## config.mk

```make
export PLATFORM = sky130hd
export DESIGN_NAME = defer_read_bridge
export DESIGN_NICKNAME = d
export VERILOG_FILES = /design/src/rtl/brg_pkg.sv /design/src/rtl/brg_decode.sv /design/src/rtl/brg_window.sv /design/src/rtl/brg_regs.sv /design/src/rtl/defer_read_bridge.sv
export SDC_FILE = /design/constraint.sdc
export NUM_CORES = 1
export LEC_CHECK = 0
export ABC_CLOCK_PERIOD_IN_PS = 3000
export BUFFER_PORTS_ARGS = -buffer_cell sky130_fd_sc_hd__buf_2
export CAP_MARGIN = 10
export CORE_MARGIN = 5
export CORE_UTILIZATION = 25
export DETAILED_ROUTE_END_ITERATION = 6
export SETUP_SLACK_MARGIN = 0.5
export SLEW_MARGIN = 20
export SYNTH_ARGS = -nofsm -noshare
export SYNTH_HDL_FRONTEND = slang
export SYNTH_SLANG_ARGS = --single-unit
```

## constraint.sdc

```tcl
create_clock -name clk -period 3 [get_ports clk]
set_input_delay 0 -clock clk [delete_from_list [all_inputs] [get_ports clk]]
set_output_delay 0 -clock clk [all_outputs]
set_load 0.005 [all_outputs]
```

## src/rtl/brg_pkg.sv

```systemverilog
package brg_pkg;
  localparam int ADDR_W = 16;
  localparam int DATA_W = 8;
  localparam int OFF_W  = 12;

  typedef enum logic [1:0] {
    RSP_OK   = 2'b00,
    RSP_IGN  = 2'b01,
    RSP_FAIL = 2'b10
  } rsp_e;

  typedef enum logic [1:0] {
    S_IDLE,
    S_RDWIN,
    S_RDBG,
    S_WRBG
  } st_e;

  localparam logic [OFF_W-1:0] OFF_STAT = 12'h0D0;
  localparam logic [OFF_W-1:0] OFF_CTL  = 12'h0D1;
  localparam logic [OFF_W-1:0] OFF_LALO = 12'h0D2;
  localparam logic [OFF_W-1:0] OFF_LAHI = 12'h0D3;
  localparam logic [OFF_W-1:0] OFF_RDAT = 12'h0D4;
  localparam logic [OFF_W-1:0] OFF_IRQ  = 12'h0D5;

  function automatic logic [1:0] late_code(input logic [1:0] sel);
    case (sel)
      2'b00:   late_code = RSP_IGN;
      2'b10:   late_code = RSP_FAIL;
      default: late_code = RSP_OK;
    endcase
  endfunction
endpackage

```

## src/rtl/brg_decode.sv

```systemverilog
module brg_decode
  import brg_pkg::*;
#(
  parameter logic [ADDR_W-1:0] BRIDGE_BASE = 16'h1000
) (
  input  logic [ADDR_W-1:0] addr,
  output logic              is_br,
  output logic [OFF_W-1:0]  off
);
  always_comb begin
    is_br = (addr >= BRIDGE_BASE);
    off   = addr[OFF_W-1:0];
  end
endmodule

```

## src/rtl/brg_window.sv

```systemverilog
module brg_window #(
  parameter int WINDOW = 4
) (
  input  logic clk,
  input  logic rst_n,
  input  logic start,
  input  logic run,
  output logic expire
);
  localparam int CW = (WINDOW < 2) ? 1 : $clog2(WINDOW);

  logic [CW-1:0] cnt_q, cnt_n;
  logic          cnt_en;

  always_comb begin
    expire = run && (cnt_q == CW'(WINDOW - 1));
    cnt_en = start || run;
    cnt_n  = start ? '0 : cnt_q + 1'b1;
  end

  always_ff @(posedge clk or negedge rst_n) begin
    if (!rst_n)      cnt_q <= '0;
    else if (cnt_en) cnt_q <= cnt_n;
  end
endmodule

```

## src/rtl/brg_regs.sv

```systemverilog
module brg_regs
  import brg_pkg::*;
(
  input  logic              clk,
  input  logic              rst_n,
  input  logic              wr_en,
  input  logic [OFF_W-1:0]  off,
  input  logic [DATA_W-1:0] wdata,
  input  logic [DATA_W-1:0] status,
  input  logic [ADDR_W-1:0] last_addr,
  input  logic [DATA_W-1:0] hold,
  input  logic              late_set,
  output logic [1:0]        ctl,
  output logic              irq,
  output logic [DATA_W-1:0] rd_val
);
  logic [1:0] ctl_n;
  logic       ctl_en, irq_n, irq_en;

  always_comb begin
    ctl_en = wr_en && (off == OFF_CTL);
    ctl_n  = (wdata[1:0] == 2'b11) ? 2'b01 : wdata[1:0];
    irq_en = late_set || (wr_en && (off == OFF_IRQ) && wdata[0]);
    irq_n  = late_set;
  end

  always_ff @(posedge clk or negedge rst_n) begin
    if (!rst_n) begin
      ctl <= 2'b01;
      irq <= 1'b0;
    end else begin
      if (ctl_en) ctl <= ctl_n;
      if (irq_en) irq <= irq_n;
    end
  end

  always_comb begin
    case (off)
      OFF_STAT: rd_val = status;
      OFF_CTL:  rd_val = {{(DATA_W-2){1'b0}}, ctl};
      OFF_LALO: rd_val = last_addr[7:0];
      OFF_LAHI: rd_val = last_addr[15:8];
      OFF_RDAT: rd_val = hold;
      OFF_IRQ:  rd_val = {{(DATA_W-1){1'b0}}, irq};
      default:  rd_val = '0;
    endcase
  end
endmodule

```

## src/rtl/defer_read_bridge.sv

```systemverilog
module defer_read_bridge
  import brg_pkg::*;
#(
  parameter int                WINDOW      = 4,
  parameter logic [ADDR_W-1:0] BRIDGE_BASE = 16'h1000
) (
  input  logic              clk,
  input  logic              rst_n,
  input  logic              cmd_valid,
  input  logic              cmd_write,
  input  logic [ADDR_W-1:0] cmd_addr,
  input  logic [DATA_W-1:0] cmd_wdata,
  output logic              rsp_valid,
  output logic [1:0]        rsp_code,
  output logic [DATA_W-1:0] rsp_rdata,
  output logic              mem_req,
  output logic              mem_we,
  output logic [ADDR_W-1:0] mem_addr,
  output logic [DATA_W-1:0] mem_wdata,
  input  logic              mem_ack,
  input  logic [DATA_W-1:0] mem_rdata,
  output logic              irq_late
);
  st_e state_q, state_n;

  logic              is_br;
  logic [OFF_W-1:0]  off;
  logic              acc, local_cmd, br_cmd, busy_fail, br_go, held, fetch, wr_go;
  logic              rd_open, ack_rd, direct, expire, late_now;
  logic              late_q, done_q, rdy_q;
  logic [ADDR_W-1:0] last_q;
  logic [DATA_W-1:0] hold_q;
  logic [DATA_W-1:0] status, reg_val;
  logic [1:0]        ctl;
  logic              rsp_valid_n;
  logic [1:0]        rsp_code_n;
  logic [DATA_W-1:0] rsp_rdata_n;
  logic              mreq_n, mload;

  brg_decode #(.BRIDGE_BASE(BRIDGE_BASE)) u_dec (
    .addr (cmd_addr),
    .is_br(is_br),
    .off  (off)
  );

  brg_window #(.WINDOW(WINDOW)) u_win (
    .clk   (clk),
    .rst_n (rst_n),
    .start (fetch),
    .run   (rd_open && !mem_ack),
    .expire(expire)
  );

  brg_regs u_regs (
    .clk      (clk),
    .rst_n    (rst_n),
    .wr_en    (local_cmd && cmd_write),
    .off      (off),
    .wdata    (cmd_wdata),
    .status   (status),
    .last_addr(last_q),
    .hold     (hold_q),
    .late_set (late_now),
    .ctl      (ctl),
    .irq      (irq_late),
    .rd_val   (reg_val)
  );

  // command classification
  always_comb begin
    rd_open   = (state_q == S_RDWIN);
    acc       = cmd_valid && !rd_open;
    local_cmd = acc && !is_br;
    br_cmd    = acc && is_br;
    busy_fail = br_cmd && (state_q != S_IDLE);
    br_go     = br_cmd && (state_q == S_IDLE);
    held      = br_go && !cmd_write && rdy_q && (cmd_addr == last_q);
    fetch     = br_go && !cmd_write && !held;
    wr_go     = br_go && cmd_write;
    ack_rd    = mem_ack && ((state_q == S_RDWIN) || (state_q == S_RDBG));
    direct    = rd_open && mem_ack;
    late_now  = rd_open && !mem_ack && expire;
    status    = {4'b0000, late_q, (state_q != S_IDLE), done_q, rdy_q};
  end

  // next state
  always_comb begin
    state_n = state_q;
    case (state_q)
      S_IDLE: begin
        if (fetch)      state_n = S_RDWIN;
        else if (wr_go) state_n = S_WRBG;
      end
      S_RDWIN: begin
        if (mem_ack)       state_n = S_IDLE;
        else if (late_now) state_n = S_RDBG;
      end
      S_RDBG:  if (mem_ack) state_n = S_IDLE;
      S_WRBG:  if (mem_ack) state_n = S_IDLE;
      default: state_n = S_IDLE;
    endcase
  end

  // response selection
  always_comb begin
    rsp_valid_n = local_cmd || busy_fail || held || wr_go || direct || late_now;
    rsp_code_n  = RSP_OK;
    rsp_rdata_n = '0;
    if (busy_fail)     rsp_code_n = RSP_FAIL;
    else if (late_now) rsp_code_n = late_code(ctl);
    if (local_cmd && !cmd_write) rsp_rdata_n = reg_val;
    else if (held)               rsp_rdata_n = hold_q;
    else if (direct)             rsp_rdata_n = mem_rdata;
    mload  = fetch || wr_go;
    mreq_n = mload || (mem_req && !mem_ack);
  end

  always_ff @(posedge clk or negedge rst_n) begin
    if (!rst_n) begin
      state_q   <= S_IDLE;
      rsp_valid <= 1'b0;
      rsp_code  <= RSP_OK;
      rsp_rdata <= '0;
      mem_req   <= 1'b0;
      mem_we    <= 1'b0;
      mem_addr  <= '0;
      mem_wdata <= '0;
      late_q    <= 1'b0;
      done_q    <= 1'b0;
      rdy_q     <= 1'b0;
      last_q    <= '0;
      hold_q    <= '0;
    end else begin
      state_q   <= state_n;
      rsp_valid <= rsp_valid_n;
      if (rsp_valid_n) begin
        rsp_code  <= rsp_code_n;
        rsp_rdata <= rsp_rdata_n;
      end
      mem_req <= mreq_n;
      if (mload) begin
        mem_we    <= cmd_write;
        mem_addr  <= cmd_addr;
        mem_wdata <= cmd_wdata;
      end
      if (late_now)   late_q <= 1'b1;
      else if (br_go) late_q <= 1'b0;
      if (mem_ack && (state_q != S_IDLE)) done_q <= 1'b1;
      else if (br_go)                     done_q <= 1'b0;
      if (ack_rd)                    rdy_q <= 1'b1;
      else if (br_go && !cmd_write)  rdy_q <= 1'b0;
      if (fetch)  last_q <= cmd_addr;
      if (ack_rd) hold_q <= mem_rdata;
    end
  end
endmodule

```

==> key figures, run 1 <==
Route
  – DR top layer: met4
  – Post-DRT Antenna Nets: 0
  – Wire per inst: 15.80 um
  – DR DRC count: 0
  – Metal2 WL: 4457 um
  – Drt via density: 4.613
  – Met1 WL: 4273 um
  – DR iter-0 viols: 127
  – WL final: 9399 um
  – Wire length on met3: 439 um
  – Drt pass-1 iters: 4
  – Via count: 2745

STA
  – Final setup fails: 0
  – Max Slew Vio Count: 0
  – Final period utilization: 79.04%
  – Minimum clock period: 2.371 ns
  – Final hold violations: 0
  – Fmax: 421.7 MHz
  – Final worst setup slack: 0.6287 ns
  – RSZ-0062 raised after global routing: no
  – Slew @ Worst Pin: 0.8806 ns
  – Clock skew: 0.006009 ns
  – Relative slew slack: 41.30%
  – Final TNS setup: 0 ns

Yosys
  – Net Count, Synth: 343
  – Synth Flop Type: dfrtp_1
  – Netlist Area Pre-Place: 3591 um^2
  – Synth async-reset ratio: 100.0%
  – Leading area contributor after synthesis: dfrtp_1
  – Synth top area share: 48.78%
  – Mapped Cells: 301
  – Netlist cell types: 53
  – Synth Warn #: 0
  – Post-synth EDFFs: 0
  – Top post-synthesis cells by area: dfrtp_1, mux2_2, mux2i_1
  – Sequential area share after synthesis: 49.51%
  – FF+latch count, synth: 71
  – Post-Syn Area per Cell: 11.93 um^2

Final layout
  – Most common cell after layout, fill and taps aside: buf_2
  – Layout cells sized above 1: 38.80%
  – Area grow syn2layout: 33.76%
  – FILL cells: 1425
  – Most frequent cells in the layout: buf_2, dfrtp_1, mux2_2
  – Diodes inserted: 0
  – Nets: 452
  – Area occupied by multi-input gates: 1670 um^2
  – Register Area: 1778 um^2
  – Final Util: 34.34%

Clock tree
  – Worst-skew pair later-pin latency: 0.33 ns
  – Sinks on Clock Net: 71
  – Root Buffer: clkbuf_16
  – Reg clk slew, reported paths: 0.06 ns
  – Clk buf depth: 2
  – CTS buffer count: 9
  – Clock tree from TritonCTS: built
  – CTS HTree Levels: 3

Critical path
  – Worst EP required: 3.21 ns
  – Worst Setup Path Type: flop to flop
  – CP Capture Type: flop
  – Crit-path max FO: 25
  – Worst setup SP type: flop
  – CP Data Arrival Time: 2.59 ns

Flow run
  – Max-cap violations: 0

Global route
  – Largest net degree at the start of global routing: 40
  – First-pass GRT wire length: 15370 um
  – Global route overflow: 0
  – GRT Total Usage: 11.84%
  – Vias in the first global route: 2987
  – Antenna violations before repair: 0

Floorplan
  – Core Region: 13990 um^2
  – I/O pins: 75
  – Vert. Die Dim: 129.9 um
  – FP Rows: 43
  – Total die area: 16860 um^2
  – Die X: 129.9 um
  – Starting density of the core: 25.67%

Placed design
  – DP Worst Slack: 0.5122 ns
  – Port Buf Inserts: 74
  – Gpl congestion: 0.8859
  – HPWL after DPL: 6921 um

Power and ir drop
  – Total leakage power: 2.218 nW
  – Total power: 4.361 mW
  – VDD IR max: 0.4472 mV
  – Power Density: 907.9 nW/um^2

Outcome
  – Status: finished clean

Min path
  – Min-delay worst type: input pin to flop
## final timing paths
check / from / end / slack, ns / cells past startpoint
max: last_q[6]$_DFFE_PN0P_ / mem_addr[7]$_DFFE_PN0P_ / 0.63 / 7
min: mem_ack / done_q$_DFFE_PN0P_ / 0.08 / 3
max reg2reg: last_q[6]$_DFFE_PN0P_ / mem_addr[7]$_DFFE_PN0P_ / 0.63 / 7
min reg2reg: rsp_rdata[5]$_DFFE_PN0P_ / rsp_rdata[5]$_DFFE_PN0P_ / 0.49 / 1
max in group asynchronous: rst_n / u_regs.ctl[0]$_DFFE_PN1P_ / 1.85 / 3
min in group asynchronous: rst_n / mem_addr[5]$_DFFE_PN0P_ / 0.33 / 2
## through the flow
step	cell area [um^2]	hold slack (ns)	instances
2_1_floorplan	3591	-0.2956	301
3_3_place_gp	4140	0.1657	547
3_5_place_dp	4140	0.1809	547
4_1_cts	4793	0.07640	595
5_1_grt	4803	0.1173	595
6_report	4803	0.08335	595
## state kept, by name, indices dropped and copies added (netlist names)
name,flops
rsp_rdata,8
done_q,1
mem_wdata,8
state_q,2
u_regs.irq,1
mem_addr,16
mem_we,1
u_win.cnt_q,2
late_q,1
last_q,16
rsp_valid,1
u_regs.ctl,2
mem_req,1
rdy_q,1
hold_q,8
rsp_code,2
## layout make-up
cell class	instances	area share, %
clock buffer	13	5.418
clock inverter	3	1.355
inverter	15	1.198
multi-input combinational	201	34.77
sequential	71	37.01
tap	180	4.689
timing repair buffer	112	15.55
## Yosys cell counts (all sizes together) (2+ instances only)
cell type / number
a22oi: 2
mux2i: 13
nand2: 17
and3: 6
ha: 5
nand2b: 6
dfrtp: 70
nor4: 2
mux2: 55
nand3: 6
or3: 3
a221o: 4
o2bb2ai: 4
nor3: 3
inv: 14
xor2: 7
xnor2: 7
or4: 2
o21a: 2
clkbuf: 7
or2: 2
a21oi: 10
nor2b: 4
o21ai: 16
buf: 7
nor2: 11
## cells by family (layout without fill, tap and decap cells)
family / count (synthesis) / count (layout) / synth area share (%)
compound gates: 46 / 46 / 8.711
mux: 69 / 69 / 22.13
flops: 71 / 71 / 49.51
fa+ha+maj: 5 / 5 / 1.742
buf+inv: 29 / 143 / 4.146
xor+xnor: 14 / 14 / 3.415
simple gates: 67 / 67 / 10.35
## repair_timing
| item | in CTS | in global routing |
|---|---|---|
| setup buffers | 2 | 0 |
| gates resized for setup | 0 | 2 |
| endpoints found under the setup margin | 5 | 32 |
| hold buffers | 30 | 0 |
| endpoints found under the hold margin | 81 | 0 |
## critical path, cell delays in order (launching register included)
cell,delay [ns]
dfrtp_1,0.40
xnor2_1,0.15
nand2_1,0.08
or4_4,0.53
or2_4,0.30
o21bai_4,0.11
buf_6,0.28
mux2_2,0.38
## per-layer routing
metal	vias to the layer above	global-route usage (%)
met1	1354	15.26
li1	1294	-
met2	79	18.99
met5	-	0
met4	0	4.462
met3	18	3.275
## power breakdown
group	internal [mW]	switching (mW)	leakage, nW	total (mW)
Sequential	1.40	0.296	0.862	1.69
Clock	0.772	0.388	0.160	1.16
Combinational	0.849	0.657	1.20	1.51
Total	3.02	1.34	2.22	4.36
Note: power is estimated with default switching activity, not from simulation.
==> run 2, diff against run 1 <==
--- a/config.mk
+++ b/config.mk
@@ -5,7 +5,7 @@
 export SDC_FILE = /design/constraint.sdc
 export NUM_CORES = 1
 export LEC_CHECK = 0
-export ABC_CLOCK_PERIOD_IN_PS = 3000
+export ABC_CLOCK_PERIOD_IN_PS = 2240
 export BUFFER_PORTS_ARGS = -buffer_cell sky130_fd_sc_hd__buf_2
 export CAP_MARGIN = 10
 export CORE_MARGIN = 5
==> constraint.sdc (replaced) <==
create_clock -name clk -period 2.24 [get_ports clk]
set_input_delay 0 -clock clk [delete_from_list [all_inputs] [get_ports clk]]
set_output_delay 0 -clock clk [all_outputs]
set_load 0.005 [all_outputs]
==> run 2 against run 1 <==
Compared with the run above: the run now ends with setup timing left; global-route usage increased by 0.38 points; routed wire length increased by 9.3%; sequential power is 34% higher; critical path depth unchanged; hold slack got worse by 0.018 ns; largest cell class is now multi-input combinational cells; largest power group is now combinational cells.
==> key figures, run 2 (synthesized netlist as in run 1, its figures left out) <==
Final layout
  – Most common cell after layout, fill and taps aside: buf_2
  – FILL cells: 1412 (-0.91%)
  – Layout cells sized above 1: 44.88% (+6.1 points)
  – Biggest regs: last_q x16, mem_addr x16
  – Final Util: 36.82% (+2.5 points)
  – Nets: 467 (+3.3%)
  – Area occupied by multi-input gates: 1836 um^2 (+9.9%)
  – Finished Layout Cells: 610 (+2.5%)
  – Most frequent cells in the layout: buf_2, dfrtp_1, mux2_4, dlygate4sd3_1, mux2_2
  – Diodes inserted: 0 (unchanged)
  – Final Cell Area: 5151 um^2 (+7.2%)
  – Register Area: 1778 um^2 (unchanged)
  – Area grow syn2layout: 43.45%

Clock tree
  – Reg clk slew, reported paths: 0.06 ns (about the same)
  – Worst-skew pair later-pin latency: 0.34 ns (about the same)
  – Root Buffer: clkbuf_16
  – Clk buf depth: 2 (unchanged)
  – CTS buffer count: 9 (unchanged)
  – Clock tree from TritonCTS: built
  – Sinks on Clock Net: 71 (unchanged)
  – CTS HTree Levels: 3 (unchanged)

Global route
  – Antenna violations before repair: 0 (unchanged)
  – Largest net degree at the start of global routing: 72 (+80%)
  – Global route overflow: 0 (unchanged)
  – First-pass GRT wire length: 16050 um (+4.4%)
  – Vias in the first global route: 3013 (+0.87%)
  – GRT Total Usage: 12.22% (+0.38 points)

Power and ir drop
  – Total leakage power: 2.406 nW (+8.5%)
  – Power Density: 1229 nW/um^2 (+35%)
  – VDD IR max: 0.6165 mV (+38%)
  – Total power: 6.331 mW (+45%)

Critical path
  – R2r setup slk: -0.07 ns (-0.69 ns)
  – Cell Chain, Critical Path: xnor2_1 -> nand2_1 -> or4_4 -> or2_4 -> o21bai_4 -> buf_12 -> mux2_2
  – Worst Setup EP: mem_wdata[1]$_DFFE_PN0P_
  – Register-to-Register Path Depth: 7 (unchanged)
  – CP Data Arrival Time: 2.52 ns (-0.07 ns)
  – Crit-path slowest cell: or4_4
  – Worst setup startpoint: last_q[12]$_DFFE_PN0P_
  – Worst Setup Path Type: flop to flop
  – Worst EP required: 2.46 ns (-0.75 ns)
  – Critical R2R Capture: mem_wdata[1]$_DFFE_PN0P_
  – Reg-to-reg critical path startpoint: last_q[12]$_DFFE_PN0P_
  – Crit-path max FO: 13 (-48%)
  – CP peak stage delay: 0.52 ns (about the same)
  – Worst setup SP type: flop
  – CP Capture Type: flop

STA
  – Slew @ Worst Pin: 0.9293 ns (+0.04873 ns)
  – Relative slew slack: 38.05% (-3.2 points)
  – Final period utilization: 102.9% (+24 points)
  – Minimum clock period: 2.306 ns (-0.06545 ns)
  – Final setup fails: 43 (+43)
  – Final worst setup slack: -0.06587 ns (-0.6946 ns)
  – Final hold violations: 0 (unchanged)
  – Max Slew Vio Count: 0 (unchanged)
  – Fmax: 433.7 MHz (+2.8%)
  – Fin Hold WS: 0.06566 ns (-0.01769 ns)
  – Clock skew: 0.009491 ns (+0.003482 ns)
  – Final TNS setup: -1.491 ns (-1.491 ns)
  – RSZ-0062 raised after global routing: yes

Flow run
  – Max-cap violations: 0 (unchanged)

Placed design
  – Area of placed instances: 4228 um^2 (+2.1%)
  – Placed insts: 550 (+0.55%)
  – HPWL after DPL: 6807 um (-1.7%)
  – Port Buf Inserts: 74 (unchanged)
  – DP Worst Slack: -0.02150 ns (-0.5337 ns)
  – Gpl congestion: 0.8255 (-6.8%)

Min path
  – Min-delay worst type: input pin to flop

Route
  – Wire per inst: 16.84 um (+6.6%)
  – Drt via density: 4.607 (-0.15%)
  – Post-DRT Antenna Nets: 0 (unchanged)
  – WL final: 10270 um (+9.3%)
  – Drt pass-1 iters: 4 (unchanged)
  – Via count: 2810 (+2.4%)
  – DR iter-0 viols: 146 (+15%)
  – DR DRC count: 0 (unchanged)

Floorplan
  – I/O pins: 75 (unchanged)
  – FP Rows: 43 (unchanged)
  – Vert. Die Dim: 129.9 um (unchanged)
  – Total die area: 16860 um^2 (unchanged)
  – Die X: 129.9 um (unchanged)
  – Starting density of the core: 25.67% (unchanged)
  – Core Region: 13990 um^2 (unchanged)

Outcome
  – Failing checks: setup timing
  – Status: finished, violations left
[run 2: cell count changes in the layout (fill, tap and decap cells not counted), sizes merged]
cell      before  now
buf           82   96
clkinvlp       0    1
clkbuf        13   12
clkinv         2    3
[run 2: how the worst min path moves through the flow]
stage	start	end	slack [ns]	depth (start not counted)
2_1_floorplan	rst_n	done_q$_DFFE_PN0P_	-0.30	0
3_3_place_gp	rst_n	rsp_rdata[1]$_DFFE_PN0P_	0.18	1
3_5_place_dp	rst_n	rsp_rdata[1]$_DFFE_PN0P_	0.19	1
4_1_cts	mem_ack	mem_req$_DFF_PN0_	0.05	2
5_1_grt	mem_ack	mem_req$_DFF_PN0_	0.07	2
6_report	mem_ack	mem_req$_DFF_PN0_	0.07	2
[run 2: layer usage]
layer  global-route usage, %  up-vias  part of all wire [%]
met5                       0        -                     0
met4                   4.095        0                   1.2
met3                   3.438        9                   7.0
met2                   19.20       87                    47
met1                   16.27     1393                    45
li1                        -     1321                     -
[run 2: worst max-delay path: cells and delay by family (launching register included)]
family          cells  cell delay [ns]
simple gates        3             0.87
xor+xnor            1             0.14
buf+inv             1             0.19
mux                 1             0.34
flops               1             0.41
compound gates      1             0.23
[run 2: report_power, final]
group / internal [mW] / switching [mW]
sequential: 1.87 / 0.400
clock: 1.01 / 0.543
combinational: 1.48 / 1.03
total: 4.36 / 1.97
[run 2: area by class of cell]
cell class | count | share of cell area, %
Clock buffer | 11 | 4.712
Tap cell | 180 | 4.372
Inverter | 15 | 1.117
Clock inverter | 5 | 1.579
Multi-Input combinational cell | 201 | 35.63
Timing Repair Buffer | 127 | 18.07
Sequential cell | 71 | 34.52
[run 2: timing repair]
item,CTS,global route
setup buffers,6,5
hold buffers,30,0
gates cloned,1,2
resized for setup,21,21
hold endpoints to repair,114,0
pin swaps,3,1
setup endpoints to repair,60,59
==> run 3, diff against run 2 <==
--- a/config.mk
+++ b/config.mk
@@ -15,4 +15,5 @@
 export SLEW_MARGIN = 20
 export SYNTH_ARGS = -nofsm -noshare
 export SYNTH_HDL_FRONTEND = slang
+export SYNTH_HIERARCHICAL = 1
 export SYNTH_SLANG_ARGS = --single-unit
==> run 3 against run 2 <==
Compared with the run above: die area rose by 4.9%; area after synthesis rose by 5.4%; critical path depth rose by 3; the flow now finishes without violations; register-to-register slack improved by 0.27 ns; global-route usage barely moved; core utilization fell by 0.53 points; first-iteration DRC count fell by 30%; maximum frequency rose by 13%; critical endpoint is now rsp_rdata[4]$_DFFE_PN0P_; sequential share of layout area fell by 1.9 points; final area rose by 5.9%; worst setup slack improved by 0.27 ns; largest cell class unchanged.
==> key figures, run 3 <==
STA
  – Max Slew Vio Count: 0 (unchanged)
  – Final hold violations: 0 (unchanged)
  – RSZ-0062 raised after global routing: yes
  – Final setup fails: 0 (-100%)
  – Final TNS setup: 0 ns (+1.491 ns)
  – Slew @ Worst Pin: 0.9545 ns (+0.02517 ns)
  – Clock skew: 0.005100 ns (-0.004391 ns)
  – Fin Hold WS: 0.004214 ns (-0.06145 ns)
  – Relative slew slack: 36.37% (-1.7 points)
  – Final period utilization: 91.04% (-12 points)
  – Minimum clock period: 2.039 ns (-0.2666 ns)
  – Final worst setup slack: 0.2007 ns (+0.2666 ns)
  – Fmax: 490.4 MHz (+13%)

Route
  – Post-DRT Antenna Nets: 0 (unchanged)
  – Drt via density: 4.520 (-1.9%)
  – Wire per inst: 17.31 um (+2.8%)
  – WL final: 11150 um (+8.5%)
  – Drt pass-1 iters: 4 (unchanged)
  – DR DRC count: 0 (unchanged)
  – DR iter-0 viols: 102 (-30%)
  – Via count: 2911 (+3.6%)

Placed design
  – HPWL after DPL: 7139 um (+4.9%)
  – Area of placed instances: 4436 um^2 (+4.9%)
  – Port Buf Inserts: 74 (unchanged)
  – Placed insts: 573 (+4.2%)
  – DP Worst Slack: -0.1345 ns (-0.1130 ns)
  – Gpl congestion: 0.7774 (-5.8%)

Critical path
  – Worst EP required: 2.44 ns (-0.02 ns)
  – Worst setup SP type: flop
  – CP Capture Type: flop
  – Worst Setup Path Type: flop to flop
  – Crit-path max FO: 5 (-8)
  – CP Data Arrival Time: 2.24 ns (-0.28 ns)

Clock tree
  – CTS buffer count: 9 (unchanged)
  – Clock tree from TritonCTS: built
  – Clk buf depth: 2 (unchanged)
  – Worst-skew pair later-pin latency: 0.33 ns (about the same)
  – Reg clk slew, reported paths: 0.06 ns (about the same)
  – CTS HTree Levels: 3 (unchanged)
  – Root Buffer: clkbuf_16
  – Sinks on Clock Net: 71 (unchanged)

Yosys
  – FF+latch count, synth: 71 (unchanged)
  – Synth Warn #: 6 (+6)
  – Top post-synthesis cells by area: dfrtp_1, mux2i_1, mux2_2
  – Netlist cell types: 52 (-1.9%)
  – Most numerous cell in the Yosys netlist: dfrtp_1
  – Synth top area share: 46.30% (-2.5 points)
  – Netlist Area Pre-Place: 3784 um^2 (+5.4%)
  – Post-synth EDFFs: 0 (unchanged)
  – Synth async-reset ratio: 100.0% (unchanged)
  – Leading area contributor after synthesis: dfrtp_1
  – Mapped Cells: 311 (+3.3%)
  – Synth Flop Type: dfrtp_1
  – Synth cell count leaders: dfrtp_1, mux2i_1, mux2_2
  – Sequential area share after synthesis: 46.99% (-2.5 points)
  – Post-Syn Area per Cell: 12.17 um^2 (+2.0%)

Global route
  – GRT Total Usage: 12.27% (+0.049 points)
  – Vias in the first global route: 3014 (+0.033%)
  – First-pass GRT wire length: 16770 um (+4.5%)
  – Global route overflow: 0 (unchanged)
  – Antenna violations before repair: 0 (unchanged)
  – Largest net degree at the start of global routing: 72 (unchanged)

Floorplan
  – Vert. Die Dim: 133.0 um (+2.4%)
  – Die X: 133.0 um (+2.4%)
  – Total die area: 17690 um^2 (+4.9%)
  – Core Region: 15030 um^2 (+7.5%)
  – I/O pins: 75 (unchanged)
  – FP Rows: 45 (+4.7%)
  – Starting density of the core: 25.17% (-0.50 points)

Final layout
  – FILL cells: 1458 (+3.3%)
  – Layout cells sized above 1: 46.27% (+1.4 points)
  – Most frequent cells in the layout: buf_2, dfrtp_1, buf_4
  – Nets: 495 (+6.0%)
  – Final Cell Area: 5456 um^2 (+5.9%)
  – Final Util: 36.30% (-0.53 points)
  – Finished Layout Cells: 644 (+5.6%)
  – Biggest regs: last_q x16, mem_addr x16
  – Most common cell after layout, fill and taps aside: buf_2
  – Area grow syn2layout: 44.21%
  – Diodes inserted: 0 (unchanged)

Power and ir drop
  – Internal: 4.426 mW (+1.5%)
  – Power share of the sequential group: 35.2% (-0.7 points)
  – VDD IR max: 0.5057 mV (-18%)
  – Comb pwr share: 43.0% (+3.3 points)
  – Total leakage power: 2.467 nW (+2.5%)
  – Psw: 2.143 mW (+8.7%)
  – Total power: 6.569 mW (+3.8%)
  – Power Density: 1204 nW/um^2 (-2.0%)
  – Clk pwr share: 21.8% (-2.6 points)
  – Net Sw Frac: 32.62% (+1.5 points)

Min path
  – Min-delay worst type: input pin to flop

Outcome
  – Status: finished clean

Flow run
  – Max-cap violations: 0 (unchanged)
run 3: changes by cell type in the layout (fill, tap and decap cells not counted), moves of 6 or more:
cell | previous run | this run
buf_4 | 14 | 34
mux2_4 | 30 | 13
mux2_1 | 0 | 15
mux2i_1 | 13 | 28
xnor2_1 | 5 | 15
o21ai_0 | 10 | 1
nor2_1 | 7 | 15
inv_1 | 13 | 6
nand2_1 | 16 | 9
o22a_1 | 0 | 7
a22o_1 | 0 | 6
and3_1 | 6 | 0
run 3: repair_timing:
item                       CTS  global route
gates resized for setup     13            30
pin swaps                    8            17
hold endpoints to repair   104             0
setup endpoints to repair   58            63
hold buffers                26             0
gates cloned                 1             2
buffers inserted            15            12
run 3: logic make-up after synthesis:
family / share of synthesized area (%)
buf+inv: 5.225
flops: 46.99
xor+xnor: 3.935
fa+ha+maj: 1.984
other cells: 0.09911
compound gates: 7.871
mux: 23.28
simple gates: 10.61
run 3: power groups by stage:
| stage | registers (mW) | logic, mW | clock network (mW) |
|---|---|---|---|
| after global routing | 2.40 | 3.06 | 1.53 |
| after detailed placement | 2.33 | 2.25 | 0 |
| final | 2.31 | 2.83 | 1.43 |
| after global placement | 2.29 | 2.18 | 0 |
| after CTS | 2.32 | 2.52 | 1.48 |
| after floorplan | 2.27 | 1.44 | 0 |
run 3: worst paths after layout:
| check | start | to | slack (ns) | depth (start not counted) |
|---|---|---|---|---|
| max in group asynchronous | rst_n | state_q[0]$_DFFE_PN0P_ | 1.19 | 2 |
| worst max register to register | state_q[1]$_DFFE_PN0P_ | rsp_rdata[4]$_DFFE_PN0P_ | 0.20 | 10 |
| worst max-delay path | state_q[1]$_DFFE_PN0P_ | rsp_rdata[4]$_DFFE_PN0P_ | 0.20 | 10 |
| worst min register to register | late_q$_DFFE_PN0P_ | late_q$_DFFE_PN0P_ | 0.48 | 2 |
| worst min-delay path | cmd_addr[8] | mem_addr[8]$_DFFE_PN0P_ | 0.004 | 2 |
| min in group asynchronous | rst_n | rsp_rdata[7]$_DFFE_PN0P_ | 0.33 | 2 |
run 3: worst max-delay path, cell delays in order (launching register included):
cell	delay, ns
dfrtp_1	0.40
inv_2	0.11
ha_4	0.17
buf_6	0.09
nor2b_4	0.17
and2_4	0.20
o21a_1	0.17
a21oi_4	0.06
buf_6	0.15
a222oi_1	0.24
mux2i_1	0.13
run 3: metal layers:
layer	up-vias	global-route usage, %	routed length, um
met5	-	0	0
met4	0	4.099	180
met3	18	3.042	566
met2	83	19.86	5417
met1	1423	16.02	4981
li1	1387	-	-
run 3: final cells by class:
cell class | count | area [um^2] | share of cell area (%)
tap | 188 | 235.2 | 4.311
inverter | 9 | 33.78 | 0.6191
multi-input combinational | 212 | 1992 | 36.51
sequential | 71 | 1779 | 32.61
clock inverter | 4 | 45.04 | 0.8255
clock buffer | 11 | 252.7 | 4.632
timing repair buffer | 149 | 1119 | 20.50
